--- config.mk ---
export PLATFORM = sky130hd
export DESIGN_NAME = pit_pair
export DESIGN_NICKNAME = d
export VERILOG_FILES = /design/src/rtl/pit_pkg.sv /design/src/rtl/pit_ctrl_decode.sv /design/src/rtl/pit_load_seq.sv /design/src/rtl/pit_channel.sv /design/src/rtl/pit_pair.sv
export SDC_FILE = /design/constraint.sdc
export NUM_CORES = 1
export LEC_CHECK = 0
export ABC_AREA = 1
export BUFFER_PORTS_ARGS = -buffer_cell sky130_fd_sc_hd__buf_2
export CAP_MARGIN = 20
export CORE_AREA = 2 2 116 118
export CTS_CLUSTER_DIAMETER = 60
export CTS_CLUSTER_SIZE = 25
export DETAILED_ROUTE_END_ITERATION = 6
export DIE_AREA = 0 0 118 120
export SYNTH_ARGS = -nofsm -noshare
export SYNTH_HDL_FRONTEND = slang
export SYNTH_HIERARCHICAL = 1
export SYNTH_SLANG_ARGS = --single-unit
--- constraint.sdc ---
create_clock -name clk -period 7.3 [get_ports clk]
set_clock_uncertainty 0.2 [all_clocks]
set_input_delay 1.46 -clock clk [delete_from_list [all_inputs] [get_ports clk]]
set_output_delay 1.46 -clock clk [all_outputs]
set_load 0.02 [all_outputs]
--- src/rtl/pit_pkg.sv ---
package pit_pkg;

  localparam logic [1:0] ADDR_CH0  = 2'd0;
  localparam logic [1:0] ADDR_GAP  = 2'd1;
  localparam logic [1:0] ADDR_CH2  = 2'd2;
  localparam logic [1:0] ADDR_CTRL = 2'd3;

  localparam logic [1:0] ACC_LOHI  = 2'b11;
  localparam int         MODE_W    = 3;

  typedef struct packed {
    logic [1:0]        sel;
    logic [1:0]        acc;
    logic [MODE_W-1:0] mode;
    logic              bcd;
  } ctrl_word_t;

  // channel index -> select code / data address (0 -> 0, 1 -> 2)
  function automatic logic [1:0] chan_code(input int idx);
    return 2'(2 * idx);
  endfunction

  function automatic logic [7:0] status_byte(input logic expired,
                                             input logic [MODE_W-1:0] mode);
    return {2'b00, expired, 1'b0, mode, 1'b0};
  endfunction

endpackage

--- src/rtl/pit_ctrl_decode.sv ---
module pit_ctrl_decode
  import pit_pkg::*;
#(
  parameter int CH_NUM = 2
) (
  input  logic                           clk,
  input  logic                           rst_n,
  input  logic                           wr_en_i,
  input  logic [1:0]                     wr_addr_i,
  input  logic [7:0]                     wr_data_i,
  output logic [CH_NUM-1:0][MODE_W-1:0]  mode_o,
  output logic                           err_o
);

  ctrl_word_t                    cw;
  logic                          ctrl_wr;
  logic                          cw_ok;
  logic [CH_NUM-1:0]             hit;
  logic [CH_NUM-1:0][MODE_W-1:0] mode_q, mode_d;
  logic                          mode_en;
  logic                          err_q, err_d;

  assign cw      = ctrl_word_t'(wr_data_i);
  assign ctrl_wr = wr_en_i && (wr_addr_i == ADDR_CTRL);

  always_comb begin
    hit = '0;
    for (int i = 0; i < CH_NUM; i++) begin
      hit[i] = (cw.sel == chan_code(i));
    end
  end

  assign cw_ok   = (|hit) && (cw.acc == ACC_LOHI) && !cw.bcd;
  assign mode_en = ctrl_wr && cw_ok;
  assign err_d   = ctrl_wr && !cw_ok;

  always_comb begin
    mode_d = mode_q;
    for (int i = 0; i < CH_NUM; i++) begin
      if (hit[i]) mode_d[i] = cw.mode;
    end
  end

  always_ff @(posedge clk or negedge rst_n) begin
    if (!rst_n) begin
      mode_q <= '0;
      err_q  <= 1'b0;
    end else begin
      if (mode_en) mode_q <= mode_d;
      err_q <= err_d;
    end
  end

  assign mode_o = mode_q;
  assign err_o  = err_q;

  // a rejected control byte leaves every mode as it was
  p_err_keeps_mode_r3: assert property (@(posedge clk) disable iff (!rst_n)
    err_q |-> $stable(mode_q));

  // a mode changes only after an accepted control write
  p_mode_needs_ctrl_r2: assert property (@(posedge clk) disable iff (!rst_n)
    !$stable(mode_q) |-> $past(ctrl_wr));

endmodule

--- src/rtl/pit_load_seq.sv ---
module pit_load_seq
  import pit_pkg::*;
#(
  parameter int CH_NUM = 2,
  parameter int CNT_W  = 16
) (
  input  logic              clk,
  input  logic              rst_n,
  input  logic              wr_en_i,
  input  logic [1:0]        wr_addr_i,
  input  logic [7:0]        wr_data_i,
  output logic [CH_NUM-1:0] load_o,
  output logic [CNT_W-1:0]  count_o
);

  localparam int HI_W = CNT_W - 8;

  logic              pend_q, pend_d;
  logic [7:0]        low_q;
  logic              low_en;
  logic [CH_NUM-1:0] addr_hit;
  logic              data_wr;

  always_comb begin
    addr_hit = '0;
    for (int i = 0; i < CH_NUM; i++) begin
      addr_hit[i] = (wr_addr_i == chan_code(i));
    end
  end

  assign data_wr = wr_en_i && (|addr_hit);

  always_comb begin
    pend_d = pend_q;
    low_en = 1'b0;
    load_o = '0;
    if (data_wr) begin
      if (!pend_q) begin
        low_en = 1'b1;
        pend_d = 1'b1;
      end else begin
        pend_d = 1'b0;
        load_o = addr_hit;
      end
    end
  end

  assign count_o = {wr_data_i[HI_W-1:0], low_q};

  always_ff @(posedge clk or negedge rst_n) begin
    if (!rst_n) begin
      pend_q <= 1'b0;
      low_q  <= '0;
    end else begin
      pend_q <= pend_d;
      if (low_en) low_q <= wr_data_i;
    end
  end

  // a load only completes a pending pair, and the pair is closed after it
  p_load_needs_pend_r4: assert property (@(posedge clk) disable iff (!rst_n)
    (|load_o) |-> pend_q);
  p_pend_cleared_r4: assert property (@(posedge clk) disable iff (!rst_n)
    (|load_o) |=> !pend_q);
  p_load_onehot_r4: assert property (@(posedge clk) disable iff (!rst_n)
    $onehot0(load_o));

  // the unused address leaves the sequencer untouched
  p_gap_ignored_r8: assert property (@(posedge clk) disable iff (!rst_n)
    (wr_en_i && wr_addr_i == ADDR_GAP) |=> ($stable(pend_q) && $stable(low_q)));

endmodule

--- src/rtl/pit_channel.sv ---
module pit_channel #(
  parameter int CNT_W = 16
) (
  input  logic             clk,
  input  logic             rst_n,
  input  logic             tick_i,
  input  logic             load_i,
  input  logic [CNT_W-1:0] count_i,
  output logic             fire_o,
  output logic             expired_o
);

  localparam int CW = CNT_W + 1;
  localparam logic [CW-1:0] FULL_SPAN = {1'b1, {CNT_W{1'b0}}};
  localparam logic [CW-1:0] ONE       = CW'(1);

  logic [CW-1:0] cnt_q, cnt_d;
  logic [CW-1:0] rld_q;
  logic [CW-1:0] load_val;
  logic          run_q, run_d;
  logic          exp_q, exp_d;
  logic          fire_q, fire_d;
  logic          cnt_en;

  assign load_val = (count_i == '0) ? FULL_SPAN : {1'b0, count_i};
  assign cnt_en   = load_i || (run_q && tick_i);

  always_comb begin
    cnt_d  = cnt_q;
    run_d  = run_q;
    exp_d  = exp_q;
    fire_d = 1'b0;
    if (load_i) begin
      cnt_d = load_val;
      run_d = 1'b1;
      exp_d = 1'b0;
    end else if (run_q && tick_i) begin
      if (cnt_q == ONE) begin
        cnt_d  = rld_q;
        fire_d = 1'b1;
        exp_d  = 1'b1;
      end else begin
        cnt_d = cnt_q - ONE;
      end
    end
  end

  always_ff @(posedge clk or negedge rst_n) begin
    if (!rst_n) begin
      cnt_q  <= '0;
      rld_q  <= '0;
      run_q  <= 1'b0;
      exp_q  <= 1'b0;
      fire_q <= 1'b0;
    end else begin
      if (cnt_en) cnt_q <= cnt_d;
      if (load_i) rld_q <= load_val;
      run_q  <= run_d;
      exp_q  <= exp_d;
      fire_q <= fire_d;
    end
  end

  assign fire_o    = fire_q;
  assign expired_o = exp_q;

  // an expiry needs a counted tick in the previous clock, not a load
  p_fire_needs_tick_r10: assert property (@(posedge clk) disable iff (!rst_n)
    fire_q |-> ($past(tick_i) && !$past(load_i)));

  // the pulse always comes with the expired flag
  p_fire_sets_flag_r7: assert property (@(posedge clk) disable iff (!rst_n)
    fire_q |-> exp_q);

  // a load clears the flag and starts the channel
  p_load_clears_r7: assert property (@(posedge clk) disable iff (!rst_n)
    load_i |=> (!exp_q && !fire_q && run_q));

  // a running count stays within 1 .. reload (reload up to 65536)
  p_cnt_range_r6: assert property (@(posedge clk) disable iff (!rst_n)
    run_q |-> (cnt_q != '0 && cnt_q <= rld_q && rld_q <= FULL_SPAN));

endmodule

--- src/rtl/pit_pair.sv ---
module pit_pair
  import pit_pkg::*;
#(
  parameter int CH_NUM = 2,
  parameter int CNT_W  = 16
) (
  input  logic              clk,
  input  logic              rst_n,
  input  logic              tick_i,
  input  logic              wr_en_i,
  input  logic [1:0]        wr_addr_i,
  input  logic [7:0]        wr_data_i,
  input  logic [1:0]        rd_addr_i,
  output logic [7:0]        rd_data_o,
  output logic [CH_NUM-1:0] fire_o,
  output logic              cw_err_o
);

  logic [1:0]                    rst_sync_q;
  logic                          rst_n_int;
  logic [CH_NUM-1:0][MODE_W-1:0] mode;
  logic [CH_NUM-1:0]             load;
  logic [CNT_W-1:0]              count;
  logic [CH_NUM-1:0]             expired;

  // asynchronous assert, synchronous release
  always_ff @(posedge clk or negedge rst_n) begin
    if (!rst_n) rst_sync_q <= 2'b00;
    else        rst_sync_q <= {rst_sync_q[0], 1'b1};
  end
  assign rst_n_int = rst_sync_q[1];

  pit_ctrl_decode #(.CH_NUM(CH_NUM)) u_dec (
    .clk       (clk),
    .rst_n     (rst_n_int),
    .wr_en_i   (wr_en_i),
    .wr_addr_i (wr_addr_i),
    .wr_data_i (wr_data_i),
    .mode_o    (mode),
    .err_o     (cw_err_o)
  );

  pit_load_seq #(.CH_NUM(CH_NUM), .CNT_W(CNT_W)) u_seq (
    .clk       (clk),
    .rst_n     (rst_n_int),
    .wr_en_i   (wr_en_i),
    .wr_addr_i (wr_addr_i),
    .wr_data_i (wr_data_i),
    .load_o    (load),
    .count_o   (count)
  );

  generate
    for (genvar g = 0; g < CH_NUM; g++) begin : g_chan
      pit_channel #(.CNT_W(CNT_W)) u_ch (
        .clk       (clk),
        .rst_n     (rst_n_int),
        .tick_i    (tick_i),
        .load_i    (load[g]),
        .count_i   (count),
        .fire_o    (fire_o[g]),
        .expired_o (expired[g])
      );
    end
  endgenerate

  always_comb begin
    rd_data_o = '0;
    for (int i = 0; i < CH_NUM; i++) begin
      if (rd_addr_i == chan_code(i)) rd_data_o = status_byte(expired[i], mode[i]);
    end
  end

  // the error pulse only follows a control-address write
  p_err_after_ctrl_r3: assert property (@(posedge clk) disable iff (!rst_n_int)
    cw_err_o |-> ($past(wr_en_i) && $past(wr_addr_i) == ADDR_CTRL));

  // a load reaches only the channel it addresses
  p_load_single_r9: assert property (@(posedge clk) disable iff (!rst_n_int)
    $countones(load) <= 1);

endmodule

After elaboration in Yosys (flattened, before gate mapping)

Cells that the tools add are included.

Add/sub/neg operators: 2
Eq/ne operators: 7
Multiplexer cells: 25
Reduce and logical (&&, ||, !) cells: 28

Operators with widths:

| operator              | number |
|---|---|
| $mux 17               | 7 |
| $eq 17x1->1 const B   | 2 |
| $sub 17x1->17 const B | 2 |
| $logic_not 16->1      | 1 |
| $mux 1                | 14 |
| $mux 6                | 2 |
| $reduce_and 2->1      | 6 |
| $eq 2x2->1 const B    | 5 |
| $logic_and 1x1->1     | 8 |
| $reduce_bool 2->1     | 4 |
| $logic_not 2->1       | 3 |
| $mux 2                | 2 |
| $reduce_or 2->1       | 2 |
| $logic_not 1->1       | 2 |
| $logic_or 1x1->1      | 2 |

Bits in registers: 92
Bits of input ports: 16
Output and inout bits: 11
Logic and storage cells: 78

Longest topological paths before layout

Gate-level depths: netlist of run 1.

Word-level depth: 6
Depth in mapped cells: 14
Mapped depth without buffers: 12

Cells and area by module

The synthesis of run 1 kept the hierarchy.

Modules (own cells, without submodules):

| module          | instances | cells each | area an instance (µm²) |
|---|---|---|---|
| pit_channel     | 2         | 337        | 2336.0 |
| pit_load_seq    | 1         | 52         | 478.0 |
| pit_ctrl_decode | 1         | 39         | 352.8 |
| pit_pair        | 1         | 22         | 147.6 |

Worst setup path before layout of run 1

Ideal clock, no wire load.

Path type: input to output
From: input rd_addr_i[1]
To: output rd_data_o[1]
Arrival: 1806 ps
Slack: 3834 ps
Stages: 3
Buffers on the path: 0
Cells stage by stage: nor2_2 > nand2_1 > nand2_1

Longest elaborated chain between the ends: 3
Elaborated cells between the ends (all ways): 4

RTL lines:

| element            | line           | RTL |
|---|---|---|
| start: declaration | pit_pair.sv:13 | `input logic [1:0] rd_addr_i,` |
| $logic_not 2->1    | pit_pair.sv:70 | `if (rd_addr_i == chan_code(i)) rd_data_o = status_byte(expired[i], mode[i]);` |
| $mux 6             | pit_pair.sv:70 |  |
| $mux 6 (*)         | pit_pair.sv:70 |  |
| end: declaration   | pit_pair.sv:14 | `output logic [7:0] rd_data_o,` |

Mark *: on every way between the ends. The rest lies on a longest branch, timed or not.

Worst setup path after layout of run 1

From: input rd_addr_i[1]
To: output rd_data_o[2]

Same word-level chain as after synthesis.

==> impl_results.md, run 1 <==
- Number of I/O pins: 27
- Post-CTS Resized: 0
- Vias in the first global route: 4532
- Unique masters post-synth: 35
- N_diodes: 0
- RSZ-0062 raised after global routing: no
- Worst Setup Start Kind: input pin
- Minimum clock period after layout: 3.70 ns
- F_max: 0.270 GHz
- Post-synth EDFFs: 0
- Top sig layer: met4
- Worst slew pin tran: 1.05 ns
- DRT iter0 DRCs: 397
- Area growth, synth to finish: 8.08%
- Tcrit/Tclk final: 0.507
- Worst vdd ir: 0.000148 V
- Met1 wire length: 6.87 mm
- Crit path required time: 5.64 ns
- DR DRC count: 0
- Crit-path max FO: 5
- R2R Setup Slk: 4.65 ns
- DR WL met2: 5.84 mm
- Core area: 13000 um2
- Register area share after synthesis: 0.407
- PD cells: 304 nW/um2
- First-pass GRT wire length: 22.8 mm
- Most frequent cell after synthesis: nand2_1
- Post-route setup TNS: 0 ns
- Die footprint: 14200 um2
- Reg-to-reg endpoint: g_chan[1].u_ch/cnt_q[11]
- H-Tree Depth: 3
- Worst r2r src: u_seq/pend_q
- Skew-Pair Late Insertion Delay: 0.35 ns
- Slack of the critical path: 3.60 ns
- CTS sink cnt: 92
- Wirelength per Cell: 14.2 um
- TritonCTS Buffers: 9
- Power Internal: 0.00115 W
- Met3 wire length: 754 um
- Arrival time worst endpoint: 2.04 ns
- Switching Share: 0.381
- # rows: 42
- Hold Crit Class: reg -> async
- Filler-free cell count of the finished design: 974
- Layout net count: 813
- CTS max path bufs: 2
- Die height: 120 um
- Max_cap viols: 0
- Die width: 118 um
- Area contributors post-synth: dfrtp_1 41%, nand2_1 18%, inv_1 6.0%
- Synth top area share: 0.407
- Synth Register Bits: 92
- Syn Area/Cell: 7.18 um2
- DR pass1 iterations: 5
- Largest net degree at the start of global routing: 67
- Max Transition Viols Final: 0
- Final wirelength: 13.8 mm
- CTS root buffer: clkbuf_16
- Initial Util: 0.435
- Proportion of layout cells with a drive suffix above 1: 0.128
- Post-CTS setup buffer count: 0
- R2r worst-path depth: 10
- Hold Fails Final Rpt: 0
- Placement Setup Slack: 3.23 ns
- Post-synth top area cell: dfrtp_1
- Status: completed
- Synth Flop Type: dfrtp_1
- YS warnings: 6
- Hold Buf Count CTS: 0
- GPL Wtd Cong: 0.829
- CTS tree: yes
- Lkg Pwr: 3.24 nW
- Via-per-instance ratio: 5.11
- Sequential fraction of design power: 0.450
- Setup CP Type: in -> out
- Post-synth top cells: 275 x nand2_1, 92 x dfrtp_1, 91 x inv_1, 77 x nor2_1, 51 x nand3_1
- Net Sw Power: 0.000708 W
- Post-Synthesis Cells: 787
- Clk slew on worst S/H paths: 0.07 ns
- Post-synthesis cell area: 5650 um2
- Via count: 4979
- Dpl hpwl: 10.1 mm
- Synth async-reset ratio: 1.00
- Placed cell count: 957
- Clock power frac: 0.256
- # setup viols final: 0
- # port buffers: 22
- Gr ovfl total: 0
- Power, Total: 0.00186 W
- Crit. End Element: output port
- Comb pwr share: 0.294
- Total GRT Usage: 0.202
- Initial antenna violation count: 0
- Post-route ant nets: 0
- Max-slew headroom: 0.302
==> registers in the layout, summed over array words and instances, names as in the netlist <==
signal	cells
g_chan.u_ch/cnt_q	34
g_chan.u_ch/expired_o	2
g_chan.u_ch/fire_o	2
g_chan.u_ch/rld_q	34
g_chan.u_ch/run_q	2
rst_sync_q	2
u_dec/err_o	1
u_dec/mode_o	6
u_seq/low_q	8
u_seq/pend_q	1
==> metal layers <==
layer / vias to the layer above / GRT usage
met5: - / 0
met2: 162 / 0.285
li1: 2463 / -
met4: 0 / 0.0889
met3: 18 / 0.0280
met1: 2336 / 0.308
==> area by class of cell <==
type	instances	area, um2
Tap cell	176	220
Timing Repair Buffer	26	160
Multi-Input combinational cell	567	2750
Sequential cell	92	2310
Fill cell	1332	6870
Clock buffer	10	229
Inverter	97	367
Clock inverter	6	72.6
==> through the flow <==
step / hold slack [ns] / util / instance area (um2)
after detailed placement: 0.0421 / 0.445 / 5780
after global placement: 0.0351 / 0.445 / 5780
final: 0.0345 / 0.471 / 6110
after global routing: 0.0701 / 0.471 / 6110
after floorplan: 0.131 / - / 5660
after CTS: 0.0487 / 0.468 / 6080
==> worst max path at each step <==
stage                  from                      end
6_report       rd_addr_i[1]             rd_data_o[2]
5_1_grt        wr_addr_i[0]  g_chan[1].u_ch/cnt_q[6]
4_1_cts        wr_addr_i[0]  g_chan[0].u_ch/cnt_q[5]
3_5_place_dp   wr_addr_i[0]  g_chan[0].u_ch/cnt_q[5]
3_3_place_gp   wr_addr_i[0]  g_chan[0].u_ch/cnt_q[6]
2_1_floorplan  rd_addr_i[1]             rd_data_o[1]
==> cell families (layout without fill, tap and decap cells) <==
family / Yosys count / in the layout / synth area share
and+or+nand+nor: 492 / 492 / 0.405
buffers and inverters: 131 / 139 / 0.107
DFF: 92 / 92 / 0.407
AOI/OAI and AO/OA: 60 / 60 / 0.0611
xor gates and xnor gates: 6 / 6 / 0.00930
adders and majority gates: 4 / 4 / 0.00886
other: 2 / 5 / 0.00133
==> worst max-delay path, cell delays in order <==
cell     delay (ns)
buf_2          0.13
nor2_2         0.16
nand2_1        0.07
nand2_1        0.06
buf_2          0.16
==> power by group through the flow <==
stage	sequential, W	combinational, W	clock (W)
after global placement	0.000841	0.000524	0
after global routing	0.000862	0.000632	0.000512
final	0.000836	0.000547	0.000476
after floorplan	0.000801	0.000436	0
after CTS	0.000835	0.000541	0.000486
after detailed placement	0.000845	0.000537	0
==> layout by cell type (no fill, tap or decap), types with 2 or more instances in the layout <==
cell type  instances
a21oi_1           24
a21oi_2            8
and2_1             2
buf_2             22
buf_4              3
clkbuf_16          9
clkinv_4           2
conb_1             5
dfrtp_1           91
ha_1               4
inv_1             91
inv_2              5
nand2_1          275
nand2_2            7
nand2_4            2
nand3_1           51
nand3_2            6
nand3_4            3
nand3b_1           6
nand4_1           28
nor2_1            77
nor2_2             7
nor2_4            13
nor3_1             3
nor4_1             4
o21a_1             2
o21ai_0           20
o21ai_1            2
o21bai_1           4
or2_2              6
xnor2_1            2
xor2_1             4
No activity file was read; power rests on OpenSTA's default activity.
==> run 2: changes to the inputs <==
--- a/config.mk
+++ b/config.mk
@@ -5,14 +5,14 @@
 export SDC_FILE = /design/constraint.sdc
 export NUM_CORES = 1
 export LEC_CHECK = 0
-export ABC_AREA = 1
+export ABC_AREA = 0
 export BUFFER_PORTS_ARGS = -buffer_cell sky130_fd_sc_hd__buf_2
 export CAP_MARGIN = 20
-export CORE_AREA = 2 2 116 118
+export CORE_AREA = 2 2 109 111
 export CTS_CLUSTER_DIAMETER = 60
 export CTS_CLUSTER_SIZE = 25
 export DETAILED_ROUTE_END_ITERATION = 6
-export DIE_AREA = 0 0 118 120
+export DIE_AREA = 0 0 111 113
 export SYNTH_ARGS = -nofsm -noshare
 export SYNTH_HDL_FRONTEND = slang
 export SYNTH_HIERARCHICAL = 1
==> constraint.sdc (replaced) <==
create_clock -name clk -period 3.85 [get_ports clk]
set_clock_uncertainty 0.2 [all_clocks]
set_input_delay 0.77 -clock clk [delete_from_list [all_inputs] [get_ports clk]]
set_output_delay 0.77 -clock clk [all_outputs]
set_load 0.02 [all_outputs]
==> run 2 against run 1 <==
Against the previous run: flip-flop and latch count unchanged; total power increased by 100%; worst hold slack improved by 0.13 ns; die area decreased by 11%; global-route usage increased by 0.37 points; design area decreased by 11%; synthesized cell count decreased by 34%; utilization increased by 1.2 points; setup slack got worse by 2.2 ns; largest power group unchanged.
==> impl_results.md, run 2 <==
- Skew-Pair Late Insertion Delay: 0.34 ns (was 0.35 ns)
- Lkg Pwr: 2.25 nW (was 3.24 nW)
- Tcrit/Tclk final: 0.645
- Worst vdd ir: 0.000343 V (was 0.000148 V)
- Most common cell after layout, fill and taps aside: dfrtp_1 (was nand2_1)
- Crit-path max FO: 18 (was 5)
- First-pass GRT wire length: 20.8 mm (was 22.8 mm)
- Post-synthesis cell area: 4990 um2 (was 5650 um2)
- Post-route setup TNS: 0 ns (unchanged)
- Worst Setup Start Kind: flop (was input pin)
- PD cells: 683 nW/um2 (was 304 nW/um2)
- Area growth, synth to finish: 9.11% (was 8.08%)
- Register area share after synthesis: 0.462 (was 0.407)
- YS warnings: 6 (unchanged)
- Max-slew headroom: 0.415 (was 0.302)
- Synth async-reset ratio: 1.00 (unchanged)
- Status: completed (unchanged)
- Largest family of logic cells by synthesized area: simple AND/OR/NAND/NOR gates (unchanged)
- Post-synth EDFFs: 0 (unchanged)
- Post-route ant nets: 0 (unchanged)
- Post-synth top area cell: dfrtp_1 (unchanged)
- Wirelength per Cell: 18.5 um (was 14.2 um)
- Synth Flop Type: dfrtp_1 (unchanged)
- Hold Crit Class: reg -> reg (was reg -> async)
- CTS sink cnt: 92 (unchanged)
- Post-synth top cells: 92 x dfrtp_1, 48 x nand2_1, 32 x inv_1, 30 x nor3_1, 27 x nor2_1 (was 275 x nand2_1, 92 x dfrtp_1, 91 x inv_1, 77 x nor2_1, 51 x nand3_1)
- Max_cap viols: 0 (unchanged)
- Clk slew on worst S/H paths: 0.07 ns (about the same)
- Layout net count: 546 (was 813)
- H-Tree Depth: 3 (unchanged)
- Largest net degree at the start of global routing: 68 (was 67)
- Minimum clock period after layout: 2.48 ns
- Total GRT Usage: 0.206 (was 0.202)
- DR pass1 iterations: 6 (was 5)
- Hold Fails Final Rpt: 0 (unchanged)
- GPL Wtd Cong: 0.867 (was 0.829)
- Die height: 113 um (was 120 um)
- Most frequent cell after synthesis: dfrtp_1 (was nand2_1)
- Slack of the critical path: 1.37 ns (was 3.60 ns)
- Area contributors post-synth: dfrtp_1 46%, mux2_2 4.1%, nand2_1 3.6% (was dfrtp_1 41%, nand2_1 18%, inv_1 6.0%)
- Simple-Gate Fraction of Synth Area: 0.195 (was 0.405)
- Via-per-instance ratio: 6.01 (was 5.11)
- Most frequent cells in the layout: 91 x dfrtp_1, 48 x nand2_1, 32 x inv_1, 30 x nor3_1, 27 x nor2_1 (was 275 x nand2_1, 91 x inv_1, 91 x dfrtp_1, 77 x nor2_1, 51 x nand3_1)
- Unique masters post-synth: 64 (was 35)
- Core area: 11300 um2 (was 13000 um2)
- Compound-Gate Fraction of Synth Area: 0.190 (was 0.0611)
- Crit path required time: 3.86 ns (was 5.64 ns)
- # setup viols final: 0 (unchanged)
- FILL cells: 1030 (was 1332)
- F_max: 0.403 GHz
- Die width: 111 um (was 118 um)
- N_diodes: 0 (unchanged)
- CTS max path bufs: 2 (unchanged)
- Initial antenna violation count: 0 (unchanged)
- Via count: 4049 (was 4979)
- # port buffers: 22 (unchanged)
- RSZ-0062 raised after global routing: no (unchanged)
- Worst slew pin tran: 0.878 ns (was 1.05 ns)
- Multi-input logic area: 2350 um2 (was 2750 um2)
- Syn Area/Cell: 9.63 um2 (was 7.18 um2)
- Register Area: 2310 um2 (unchanged)
- Post-Synthesis Cells: 518 (was 787)
- Worst hold slack: 0.160 ns (was 0.0345 ns)
- Hold wc startpoint: rst_sync_q[0]
- Worst r2r src: g_chan[0].u_ch/cnt_q[14] (was u_seq/pend_q)
- Xor/xnor share of the synthesized area: 0.0193 (was 0.00930)
- CTS root buffer: clkbuf_16 (unchanged)
- Max Transition Viols Final: 0 (unchanged)
- Power, Total: 0.00371 W (was 0.00186 W)
- # rows: 39 (was 42)
- DR DRC count: 0 (unchanged)
- Setup crit start: g_chan[0].u_ch/cnt_q[14] (was rd_addr_i[1])
- Arrival time worst endpoint: 2.49 ns (was 2.04 ns)
- CTS tree: yes (unchanged)
- Number of I/O pins: 27 (unchanged)
- Die footprint: 12500 um2 (was 14200 um2)
- Top flop regs: g_chan.u_ch/cnt_q (34), g_chan.u_ch/rld_q (34), u_seq/low_q (8) (unchanged)
- Gr ovfl total: 0 (unchanged)
- Vias in the first global route: 3916 (was 4532)
- DRT iter0 DRCs: 342 (was 397)
- Synth top area share: 0.462 (was 0.407)
- Post-synthesis mux area share: 0.0527 (was 0)
- Placement Setup Slack: 1.12 ns (was 3.23 ns)
- Proportion of layout cells with a drive suffix above 1: 0.173 (was 0.128)
- Post-Synth Adder-Cell Area: 0.0100 (was 0.00886)
- Synth Register Bits: 92 (unchanged)
- Crit. End Element: flop (was output port)
- Final wirelength: 12.5 mm (was 13.8 mm)
- Initial Util: 0.442 (was 0.435)
- TritonCTS Buffers: 9 (unchanged)
- Setup CP Type: reg -> reg (was in -> out)
- Dpl hpwl: 8.42 mm (was 10.1 mm)
-- run 2: cell count changes in the layout (fill, tap and decap cells not counted), sizes merged, moves of 30 or more --
cell / change
nand2: -236
nand3: -52
nor3: +30
nor2: -69
inv: -67
-- run 2: worst max-delay path, cell delays in order, from the launching register on --
cell      delay, ns
dfrtp_1        0.41
nor4_2         0.44
nand4b_1       0.30
or2_1          0.58
nor3_1         0.34
o41ai_2        0.08
-- run 2: final timing paths --
check / slack [ns] / end / cells past startpoint
min in group asynchronous: 0.26 / g_chan[1].u_ch/rld_q[14] / 0
hold / removal: 0.16 / rst_sync_q[1] / 0
hold reg to reg: 0.16 / rst_sync_q[1] / 0
max in group asynchronous: 2.31 / g_chan[0].u_ch/rld_q[2] / 1
setup / recovery: 1.37 / g_chan[0].u_ch/cnt_q[6] / 5
setup reg to reg: 1.37 / g_chan[0].u_ch/cnt_q[6] / 5
-- run 2: final cells by class --
class,instances,share of cell area
multi-input cells,358,0.432
flip-flops and latches,92,0.424
clock buffers,13,0.0497
repair buffers,33,0.0359
well taps,143,0.0329
inverters,32,0.0221
clock inverters,3,0.00368
-- run 2: kinds of logic after synthesis --
| kind of cell | count (synthesis) |
|---|---|
| other | 2 |
| AND/OR/NAND/NOR | 176 |
| adder cells (fa/ha/maj) | 4 |
| buffers and inverters | 71 |
| XOR/XNOR | 11 |
| multiplexers | 24 |
| AO/OA/AOI/OAI | 138 |
| flip-flops | 92 |
-- run 2: metrics by stage --
step / std cells / instance area [um2] / util
after floorplan: 521 / 5000 / -
after global placement: 657 / 5140 / 0.456
after detailed placement: 657 / 5140 / 0.456
after CTS: 674 / 5440 / 0.483
after global routing: 674 / 5440 / 0.483
final: 674 / 5440 / 0.483
-- run 2: power breakdown --
part	total [W]	internal, W	switching [W]
sequential	0.00180	0.00136	0.000438
clock	0.000851	0.000490	0.000361
combinational	0.00106	0.000491	0.000574
-- run 2: layer usage --
layer | vias to the layer above | GRT usage | part of all wire
met5 | - | 0 | 0
met4 | 0 | 0.0533 | 0.015
met3 | 18 | 0.0300 | 0.052
met2 | 119 | 0.323 | 0.45
met1 | 2023 | 0.303 | 0.48
li1 | 1889 | - | -
-- run 2: what timing repair did --
action | CTS | global route
hold buffers | 1 | 0
hold endpoints to repair | 2 | 0
resized for setup | 0 | 0
buffers inserted | 0 | 0
==> run 3: changes to the inputs <==
==> constraint.sdc (replaced) <==
create_clock -name clk -period 2.6 [get_ports clk]
set_clock_uncertainty 0.2 [all_clocks]
set_input_delay 0.52 -clock clk [delete_from_list [all_inputs] [get_ports clk]]
set_output_delay 0.52 -clock clk [all_outputs]
set_load 0.02 [all_outputs]
==> run 3 against run 2 <==
Against the previous run: routed wire length up 1.1%; maximum frequency up 2.0%; total power up 54%; global-route usage up 0.67 points; setup slack worse by 1.2 ns; flip-flop and latch count unchanged; critical endpoint is now g_chan[1].u_ch/cnt_q[12].
==> impl_results.md, run 3 (synthesized netlist as in run 2, its figures left out) <==
- Worst slew pin tran: 0.790 ns (was 0.878 ns)
- H-Tree Depth: 3 (unchanged)
- Total GRT Usage: 0.213 (was 0.206)
- Worst vdd ir: 0.000468 V (was 0.000343 V)
- Top flop regs: g_chan.u_ch/cnt_q (34), g_chan.u_ch/rld_q (34), u_seq/low_q (8) (unchanged)
- Final wirelength: 12.6 mm (was 12.5 mm)
- Crit path required time: 2.69 ns (was 3.86 ns)
- Status: completed (unchanged)
- DRT iter0 DRCs: 299 (was 342)
- Arrival time worst endpoint: 2.52 ns (was 2.49 ns)
- Most frequent cells in the layout: 91 x dfrtp_1, 48 x nand2_1, 32 x inv_1, 30 x nor3_1, 27 x nor2_1 (unchanged)
- Post-route cell area: 5580 um2 (was 5440 um2)
- Via count: 4133 (was 4049)
- Hold Fails Final Rpt: 0 (unchanged)
- Post-route setup TNS: 0 ns (unchanged)
- First-pass GRT wire length: 21.5 mm (was 20.8 mm)
- GPL Wtd Cong: 0.894 (was 0.867)
- Crit. End Element: flop (unchanged)
- Layout net count: 558 (was 546)
- Core area: 11300 um2 (unchanged)
- Wirelength per Cell: 18.4 um (was 18.5 um)
- Lkg Pwr: 2.32 nW (was 2.25 nW)
- # port buffers: 22 (unchanged)
- Filler-free cell count of the finished design: 686 (was 674)
- Max-slew headroom: 0.473 (was 0.415)
- Post-route ant nets: 0 (unchanged)
- Via-per-instance ratio: 6.02 (was 6.01)
- Largest net degree at the start of global routing: 49 (was 68)
- # setup viols final: 0 (unchanged)
- Placement Setup Slack: 0.190 ns (was 1.12 ns)
- CTS max path bufs: 2 (unchanged)
- Gr ovfl total: 0 (unchanged)
- Placed cell count: 669 (was 657)
- Worst Setup Start Kind: flop (unchanged)
- Initial Util: 0.442 (unchanged)
- TritonCTS Buffers: 9 (unchanged)
- Hold Crit Class: reg -> async (was reg -> reg)
- Initial antenna violation count: 0 (unchanged)
- CTS root buffer: clkbuf_16 (unchanged)
- Die height: 113 um (unchanged)
- Vias in the first global route: 4048 (was 3916)
- Setup CP Type: reg -> reg (unchanged)
- CTS tree: yes (unchanged)
- N_diodes: 0 (unchanged)
- Tcrit/Tclk final: 0.936 (was 0.645)
- DR DRC count: 0 (unchanged)
- Placed instance area: 5240 um2 (was 5140 um2)
- Most common cell after layout, fill and taps aside: dfrtp_1 (unchanged)
- CTS sink cnt: 92 (unchanged)
- Crit-path max FO: 8 (was 18)
- Number of I/O pins: 27 (unchanged)
- Max_cap viols: 0 (unchanged)
- PD cells: 1030 nW/um2 (was 683 nW/um2)
- Proportion of layout cells with a drive suffix above 1: 0.195 (was 0.173)
- FILL cells: 1031 (was 1030)
- Die width: 111 um (unchanged)
- RSZ-0062 raised after global routing: no (unchanged)
- F_max: 0.411 GHz (was 0.403 GHz)
- Die footprint: 12500 um2 (unchanged)
- # rows: 39 (unchanged)
- Area growth, synth to finish: 11.8% (was 9.11%)
- Dpl hpwl: 8.81 mm (was 8.42 mm)
- Max Transition Viols Final: 0 (unchanged)
- Skew-Pair Late Insertion Delay: 0.35 ns (was 0.34 ns)
- Slack of the critical path: 0.166 ns (was 1.37 ns)
- Minimum clock period after layout: 2.43 ns (was 2.48 ns)
- Final core occ: 0.495 (was 0.483)
- Clk slew on worst S/H paths: 0.07 ns (about the same)
- DR pass1 iterations: 5 (was 6)
==> run 3: cell count changes in the layout (fill, tap and decap cells not counted), sizes merged <==
cell	before	now
buf	32	44
bufinv	0	2
clkbuf	13	9
inv	32	34
==> run 3: report_power, final <==
| group | switching [W] | internal, W | total, W |
|---|---|---|---|
| Clock | 0.000581 | 0.000847 | 0.00143 |
| Sequential | 0.000640 | 0.00201 | 0.00266 |
| Combinational | 0.000866 | 0.000779 | 0.00165 |
| Total | 0.00209 | 0.00364 | 0.00573 |
==> run 3: path summary, 6_finish.rpt <==
kind,startpoint,slack [ns],endpoint,cells after the start
setup / recovery,g_chan[1].u_ch/cnt_q[1],0.17,g_chan[1].u_ch/cnt_q[12],7
hold / removal,rst_sync_q[1],0.13,g_chan[1].u_ch/rld_q[14],0
setup reg to reg,g_chan[1].u_ch/cnt_q[1],0.17,g_chan[1].u_ch/cnt_q[12],7
hold reg to reg,rst_sync_q[1],0.13,g_chan[1].u_ch/rld_q[14],0
max in group asynchronous,rst_sync_q[1],1.41,g_chan[1].u_ch/cnt_q[9],1
min in group clk,rst_sync_q[0],0.16,rst_sync_q[1],0
==> run 3: layout make-up <==
type | count | area, um2 | area share
sequential | 92 | 2310 | 0.414
clock buffer | 9 | 225 | 0.0404
clock inverter | 7 | 97.6 | 0.0175
inverter | 32 | 120 | 0.0215
multi-input combinational | 358 | 2350 | 0.422
timing repair buffer | 45 | 298 | 0.0534
tap | 143 | 179 | 0.0321
==> run 3: timing repair <==
item                                    in CTS  in global routing
endpoints found under the setup margin       0                  2
hold buffers                                 1                  0
resized for setup                            0                  1
endpoints found under the hold margin        2                  0
setup buffers                                0                  0
==> run 3: worst max-delay path: stages (launching register included) <==
cell,delay [ns]
dfrtp_1,0.46
inv_1,0.11
ha_1,0.20
or4b_1,0.64
or2_0,0.29
a211oi_2,0.25
o221ai_2,0.13
nand3_2,0.09
==> run 3: per-stage QoR <==
stage	power, W	hold slack (ns)
2_1_floorplan	0.00374	0.0244
3_5_place_dp	0.00430	0.108
3_3_place_gp	0.00424	0.105
6_report	0.00573	0.130
4_1_cts	0.00575	0.156
5_1_grt	0.00614	0.172
==> run 3: per-layer routing <==
metal / vias up / track usage / share of wire
met5: - / 0 / 0
met4: 0 / 0.0800 / 0.019
met2: 127 / 0.326 / 0.45
met3: 16 / 0.0230 / 0.045
met1: 2077 / 0.314 / 0.48
li1: 1913 / - / -
